<file path="config.mk">
export PLATFORM = sky130hd
export DESIGN_NAME = ext_reg_window
export DESIGN_NICKNAME = d
export VERILOG_FILES = /design/src/rtl/winreg_pkg.sv /design/src/rtl/win_cmd_decode.sv /design/src/rtl/win_bank_store.sv /design/src/rtl/ext_reg_window.sv
export SDC_FILE = /design/constraint.sdc
export NUM_CORES = 2
export LEC_CHECK = 0
export ABC_AREA = 1
export BUFFER_PORTS_ARGS = -buffer_cell sky130_fd_sc_hd__buf_4
export CORE_UTILIZATION = 30
export CTS_CLUSTER_DIAMETER = 50
export DETAILED_ROUTE_END_ITERATION = 10
export HOLD_SLACK_MARGIN = 0.03
export PLACE_DENSITY = 0.48
export SYNTH_ARGS = -nofsm -noshare
export SYNTH_HDL_FRONTEND = slang
export SYNTH_SLANG_ARGS = --single-unit
</file>
<file path="constraint.sdc">
create_clock -name clk -period 4.39 [get_ports clk]
set_clock_uncertainty 0.05 [all_clocks]
set_input_delay 0.878 -clock clk [delete_from_list [all_inputs] [get_ports clk]]
set_output_delay 0.878 -clock clk [all_outputs]
set_load 0.05 [all_outputs]
</file>
<file path="src/rtl/winreg_pkg.sv">
package winreg_pkg;

  localparam int WORD_W = 16;
  localparam int BANK_W = 3;
  localparam int OFFS_W = 8;

  // Direct indices of the window registers (decoded by software)
  localparam int CTRL_IDX   = 20;
  localparam int RDHOLD_IDX = 21;
  localparam int WRHOLD_IDX = 22;

  // Command strobe positions inside the control word
  localparam int RD_BIT = 12;
  localparam int WR_BIT = 11;

  typedef enum logic [1:0] {
    CMD_NONE  = 2'd0,
    CMD_READ  = 2'd1,
    CMD_WRITE = 2'd2
  } win_cmd_e;

  typedef struct packed {
    win_cmd_e             cmd;
    logic [BANK_W-1:0]    bank;
    logic [OFFS_W-1:0]    offs;
  } win_req_t;

  function automatic win_req_t unpack_ctrl(input logic [WORD_W-1:0] w);
    win_req_t r;
    logic rd;
    logic wr;
    rd = w[RD_BIT];
    wr = w[WR_BIT];
    if (rd && !wr)      r.cmd = CMD_READ;
    else if (wr && !rd) r.cmd = CMD_WRITE;
    else                r.cmd = CMD_NONE;
    r.bank = w[OFFS_W+BANK_W-1:OFFS_W];
    r.offs = w[OFFS_W-1:0];
    return r;
  endfunction

  function automatic logic is_window_idx(input int unsigned idx);
    return (idx >= CTRL_IDX) && (idx <= WRHOLD_IDX);
  endfunction

endpackage

</file>
<file path="src/rtl/win_cmd_decode.sv">
module win_cmd_decode
  import winreg_pkg::*;
#(
  parameter int ADDR_W = 5
) (
  input  logic              bus_we,
  input  logic [ADDR_W-1:0] bus_addr,
  input  logic [WORD_W-1:0] bus_wdata,
  output logic              ctrl_wr,
  output logic              xfer_rd,
  output logic              xfer_wr,
  output logic [BANK_W-1:0] xfer_bank,
  output logic [OFFS_W-1:0] xfer_offs
);

  win_req_t req;

  always_comb begin
    req       = unpack_ctrl(bus_wdata);
    ctrl_wr   = bus_we && (bus_addr == ADDR_W'(CTRL_IDX));
    xfer_rd   = ctrl_wr && (req.cmd == CMD_READ);
    xfer_wr   = ctrl_wr && (req.cmd == CMD_WRITE);
    xfer_bank = req.bank;
    xfer_offs = req.offs;
  end

endmodule

</file>
<file path="src/rtl/win_bank_store.sv">
module win_bank_store
  import winreg_pkg::*;
#(
  parameter int DEPTH = 32
) (
  input  logic              clk,
  input  logic              rst,
  input  logic              we,
  input  logic [OFFS_W-1:0] offs,
  input  logic [WORD_W-1:0] wdata,
  output logic [WORD_W-1:0] rdata
);

  localparam int IDX_W = (DEPTH > 1) ? $clog2(DEPTH) : 1;

  logic [WORD_W-1:0] mem_q [DEPTH];
  logic              hit;
  logic [IDX_W-1:0]  idx;

  assign hit   = (int'(offs) < DEPTH);
  assign idx   = IDX_W'(offs);
  assign rdata = hit ? mem_q[idx] : '0;

  always_ff @(posedge clk) begin
    if (rst) begin
      for (int i = 0; i < DEPTH; i++) mem_q[i] <= '0;
    end else if (we && hit) begin
      mem_q[idx] <= wdata;
    end
  end

endmodule

</file>
<file path="src/rtl/ext_reg_window.sv">
module ext_reg_window
  import winreg_pkg::*;
#(
  parameter int ADDR_W        = 5,
  parameter int NUM_EXT_BANKS = 3,
  parameter int EXT_DEPTH     = 32
) (
  input  logic              clk,
  input  logic              rst,
  input  logic              bus_we,
  input  logic              bus_re,
  input  logic [ADDR_W-1:0] bus_addr,
  input  logic [WORD_W-1:0] bus_wdata,
  output logic [WORD_W-1:0] bus_rdata
);

  localparam int DIRECT_DEPTH = 2 ** ADDR_W;

  // Named internal events, visible to the bound checker
  logic              ctrl_wr;
  logic              xfer_rd;
  logic              xfer_wr;
  logic [BANK_W-1:0] xfer_bank;
  logic [OFFS_W-1:0] xfer_offs;

  logic [WORD_W-1:0] ctrl_q;
  logic [WORD_W-1:0] rd_hold;
  logic [WORD_W-1:0] wr_hold;
  logic [WORD_W-1:0] dir_q [DIRECT_DEPTH];

  logic              bank0_hit;
  logic [WORD_W-1:0] ext_rd_val;
  logic [WORD_W-1:0] bank_rd [NUM_EXT_BANKS];

  win_cmd_decode #(.ADDR_W(ADDR_W)) u_dec (
    .bus_we    (bus_we),
    .bus_addr  (bus_addr),
    .bus_wdata (bus_wdata),
    .ctrl_wr   (ctrl_wr),
    .xfer_rd   (xfer_rd),
    .xfer_wr   (xfer_wr),
    .xfer_bank (xfer_bank),
    .xfer_offs (xfer_offs)
  );

  // Banks 1..NUM_EXT_BANKS: private arrays
  for (genvar g = 0; g < NUM_EXT_BANKS; g++) begin : g_bank
    win_bank_store #(.DEPTH(EXT_DEPTH)) u_store (
      .clk   (clk),
      .rst   (rst),
      .we    (xfer_wr && (xfer_bank == BANK_W'(g + 1))),
      .offs  (xfer_offs),
      .wdata (wr_hold),
      .rdata (bank_rd[g])
    );
  end

  // Bank 0 maps onto direct storage, minus the window itself
  assign bank0_hit = (int'(xfer_offs) < DIRECT_DEPTH) &&
                     !is_window_idx(int'(xfer_offs));

  always_comb begin
    ext_rd_val = '0;
    if (xfer_bank == '0) begin
      if (bank0_hit) ext_rd_val = dir_q[ADDR_W'(xfer_offs)];
    end else begin
      for (int g = 0; g < NUM_EXT_BANKS; g++) begin
        if (xfer_bank == BANK_W'(g + 1)) ext_rd_val = bank_rd[g];
      end
    end
  end

  // Direct storage
  always_ff @(posedge clk) begin
    if (rst) begin
      for (int i = 0; i < DIRECT_DEPTH; i++) dir_q[i] <= '0;
    end else begin
      if (bus_we && !is_window_idx(int'(bus_addr))) begin
        dir_q[bus_addr] <= bus_wdata;
      end
      if (xfer_wr && (xfer_bank == '0) && bank0_hit) begin
        dir_q[ADDR_W'(xfer_offs)] <= wr_hold;
      end
    end
  end

  // Window registers
  always_ff @(posedge clk) begin
    if (rst) begin
      ctrl_q  <= '0;
      rd_hold <= '0;
      wr_hold <= '0;
    end else begin
      if (ctrl_wr) ctrl_q <= bus_wdata;
      if (xfer_rd) rd_hold <= ext_rd_val;
      if (bus_we && (bus_addr == ADDR_W'(WRHOLD_IDX))) wr_hold <= bus_wdata;
    end
  end

  // Combinational bus read
  always_comb begin
    bus_rdata = '0;
    if (bus_re) begin
      if (bus_addr == ADDR_W'(CTRL_IDX))        bus_rdata = ctrl_q;
      else if (bus_addr == ADDR_W'(RDHOLD_IDX)) bus_rdata = rd_hold;
      else if (bus_addr == ADDR_W'(WRHOLD_IDX)) bus_rdata = wr_hold;
      else                                      bus_rdata = dir_q[bus_addr];
    end
  end

endmodule

</file>
==> results.tsv <==
stage	metric	value	unit
status	run status	finished clean	
setup_path	CP max-delay cell	buf_4	
setup_path	Worst setup EP type	output pin	
final_layout	fin nets	10820	
synth	synthesized instance count	10760	
sta	fin crit share	0.9765	
setup_path	Slowest Stage Delay on Critical Path	0.34	ns
sta	endpoints failing hold	0	
synth	leading area contributor after synthesis	edfxtp_1	
power_and_ir_drop	Pwr Total	50890	µW
place	post-detailed-placement half-perimeter wirelength	237100	µm
setup_path	buffer and inverter count on the worst path	4	
route	via count	78590	
power_and_ir_drop	IR drop worst, VDD	274.1	µV
setup_path	cell family with most CP delay	buffers and inverters	
setup_path	CP Cell Sequence	buf_4 > clkinv_2 > buf_4 > a21oi_1 > o21ai_0 > o211ai_1 > nand3_1 > nand2_1 > nand2_1 > nand2_1 > nand2_1 > a21oi_1 > buf_4	
flow_run	MaxCap Viol Count	0	
clocking	Root Driver	clkbuf_16	
clocking	CTS H-tree depth	5	
setup_path	R2R depth	3	
floorplan	row count	209	
floorplan	die span in x	573.5	µm
clocking	hold buffers post-CTS	0	
sta	RSZ-0062 raised after global routing	false	
power_and_ir_drop	Sw Ratio	0.2526	
synth	post-synthesis sequential area ratio	0.6375	
power_and_ir_drop	Seq pwr share	0.452	
clocking	post-CTS resize count	0	
final_layout	Fillers	32870	
floorplan	io pins	41	
global_route	first-pass GRT wire length	541400	µm
global_route	total track usage	0.2234	
synth	top_reg_cell synth	edfxtp_1	
synth	top-area cell type share of the netlist area	0.6277	
sta	Worst Hold Slack	0.2142	ns
route	Vias per Instance	5.116	
sta	final setup TNS	0	ns
setup_path	crit path DAT	3.36	ns
route	Routed WL	376600	µm
synth	#FFs+latches synth	2096	
final_layout	layout cells sized above 1	0.09924	
global_route	largest net degree at the start of global routing	116	
setup_path	CP Max Fanout	52	
sta	Final min period	4.287	ns
place	IO buf count	40	
global_route	initial antenna violation count	15	
floorplan	Starting Density	0.3019	
power_and_ir_drop	Clk pwr share	0.470	
synth	Post-synth top cells	nand2_1 (3260), nor2_1 (2760), edfxtp_1 (2048)	
power_and_ir_drop	Pint	38040	µW
setup_path	reg2reg start	wr_hold[5]	
floorplan	Die Footprint	0.3289	mm²
synth	Area contributors post-synth	edfxtp_1 (63%), nand2_1 (12%), nor2_1 (11%)	
synth	Netlist cell types	49	
synth	count leader, synth	nand2_1	
sta	Final setup viols	0	
sta	Rel. slew slack	0.3482	
synth	Mean Syn Cell Area	9.105	µm²
route	First DRT Iteration DRCs	8953	
global_route	Overflow after GRT	0	
clocking	Setup Buffers After CTS	0	
min_path	Tightest Hold Check Type	in2reg	
route	# DRC	0	
route	WL per Instance	24.52	µm
sta	final setup margin	0.1033	ns
min_path	Hold Path Stages	3	
setup_path	most frequent CP cell	nand2_1	
setup_path	Setup CP Type	in2out	
global_route	number of global-route vias before repair	75300	
floorplan	Core ar.	0.3245	mm²
power_and_ir_drop	Sw Pwr	12850	µW
clocking	CTS sink cnt	2096	
min_path	hold wc startpoint	bus_wdata[13]	
final_layout	P&R area growth vs syn	17.65	%
synth	Post-Syn Area	0.09797	mm²
min_path	worst hold endpoint	wr_hold[13]	
setup_path	required time of the worst setup path	3.46	ns
sta	max-slew violations	0	
route	1st-pass router iterations	8	
floorplan	Die H	573.5	µm
power_and_ir_drop	Lkg Pwr	0.04355	µW
power_and_ir_drop	combinational share of power	0.078	
clocking	clock latency on the worst-skew pair	0.92	ns
synth	Async SR Flop Fraction	0	
sta	f_max	233.3	MHz
place	DP Worst Slack	0.2207	ns
setup_path	R2R Setup Slk	2.00	ns
synth	number of synthesized flops with an enable pin	2048	
power_and_ir_drop	PD cells	441.5	mW/mm²
clocking	CTS Buf Count	294	
place	placer congestion estimate	0.9314	
clocking	Longest Clk Path Bufs	4	
setup_path	Critical R2R Capture	g_bank[2].u_store.mem_q[31][5]	
clocking	Reg clk slew, reported paths	0.06	ns
synth	Synth warnings	0	
sta	Least-Margin Pin Slew	0.9778	ns
setup_path	worst setup path start	bus_addr[1]	
setup_path	Worst setup SP type	input pin	
route	ANT nets after route	0	
clocking	CTS tree	built	
## worst reg2reg max path: stages, from the launching register on
cell     delay (ns)
dfxtp_1        0.38
inv_6          0.46
buf_4          0.88
nor2_1         0.24
## power groups by stage
stage	sequential, µW	combinational [µW]	clock (µW)
4_1_cts	23000	3950	24200
6_report	23000	3980	23900
3_5_place_dp	23400	3940	0
5_1_grt	23100	4210	25000
3_3_place_gp	23400	3940	0
2_1_floorplan	23300	2080	0
## through the flow
stage / area [µm²] / cells / util
3_3_place_gp: 105500 / 14830 / 0.3251
5_1_grt: 115300 / 15360 / 0.3552
6_report: 115300 / 15360 / 0.3552
2_1_floorplan: 98150 / 10810 / -
3_5_place_dp: 105500 / 14830 / 0.3251
4_1_cts: 115300 / 15360 / 0.3552
## layer usage
metal,share of wire,global-route usage,vias to the layer above
met1,0.41,0.2977,38770
met5,0.00016,0,-
met2,0.47,0.3640,3546
met4,0.041,0.08445,10
met3,0.079,0.03616,652
li1,-,-,35600
## layout make-up
class,instances,area [µm²],area share
Antenna cell,3,7.507,0.00006513
Clock buffer,348,7740,0.06715
Clock inverter,184,2014,0.01748
Inverter,258,1092,0.009477
Multi-Input combinational cell,7627,31770,0.2756
Sequential cell,2096,62460,0.5419
Tap cell,4325,5411,0.04695
Timing Repair Buffer,521,4771,0.04139
## cells by family (layout without fill, tap and decap cells)
kind of cell | Yosys count | in the layout | share of synthesized area
AOI/OAI and AO/OA | 848 | 848 | 0.04767
buffers and inverters | 1084 | 1311 | 0.04260
DFF | 2096 | 2096 | 0.6375
other | 1 | 51 | 0.00003828
and+or+nand+nor | 6731 | 6731 | 0.2722
## worst max path at each step
stage / to / slack (ns) / depth (start not counted)
2_1_floorplan: bus_rdata[10] / 0.40 / 12
3_3_place_gp: bus_rdata[11] / 0.21 / 13
3_5_place_dp: bus_rdata[11] / 0.22 / 13
4_1_cts: bus_rdata[11] / 0.21 / 13
5_1_grt: bus_rdata[11] / 0.08 / 13
6_report: bus_rdata[11] / 0.10 / 13
## cells in the final DEF (no fill, tap or decap), types with 10 or more instances in the layout
cell type | netlist | routed
nand2_1 | 3260 | 3256
buf_4 | 5 | 450
clkinv_2 | 0 | 37
inv_6 | 0 | 43
nand4_1 | 189 | 189
nand2_4 | 12 | 16
a22oi_1 | 33 | 33
inv_1 | 228 | 224
clkinvlp_4 | 0 | 25
nor2_4 | 14 | 19
clkbuf_16 | 0 | 302
nand3_1 | 451 | 451
clkbuf_1 | 674 | 45
o211ai_1 | 35 | 35
nand2_2 | 22 | 22
conb_1 | 1 | 48
o22ai_1 | 59 | 59
edfxtp_1 | 2048 | 2048
o21ai_0 | 310 | 302
a21oi_1 | 357 | 349
buf_12 | 0 | 67
dfxtp_1 | 48 | 48
a221oi_1 | 10 | 10
o21a_1 | 19 | 19
bufinv_16 | 0 | 28
clkinv_1 | 9 | 37
clkinv_4 | 0 | 18
nor2_1 | 2760 | 2755
## sequential cells by signal (all words and copies together), names as in the netlist
signal,count
rd_hold,16
g_bank.u_store.mem_q,1536
ctrl_q,16
wr_hold,16
dir_q,512
Note: power is estimated with default switching activity, not from simulation.
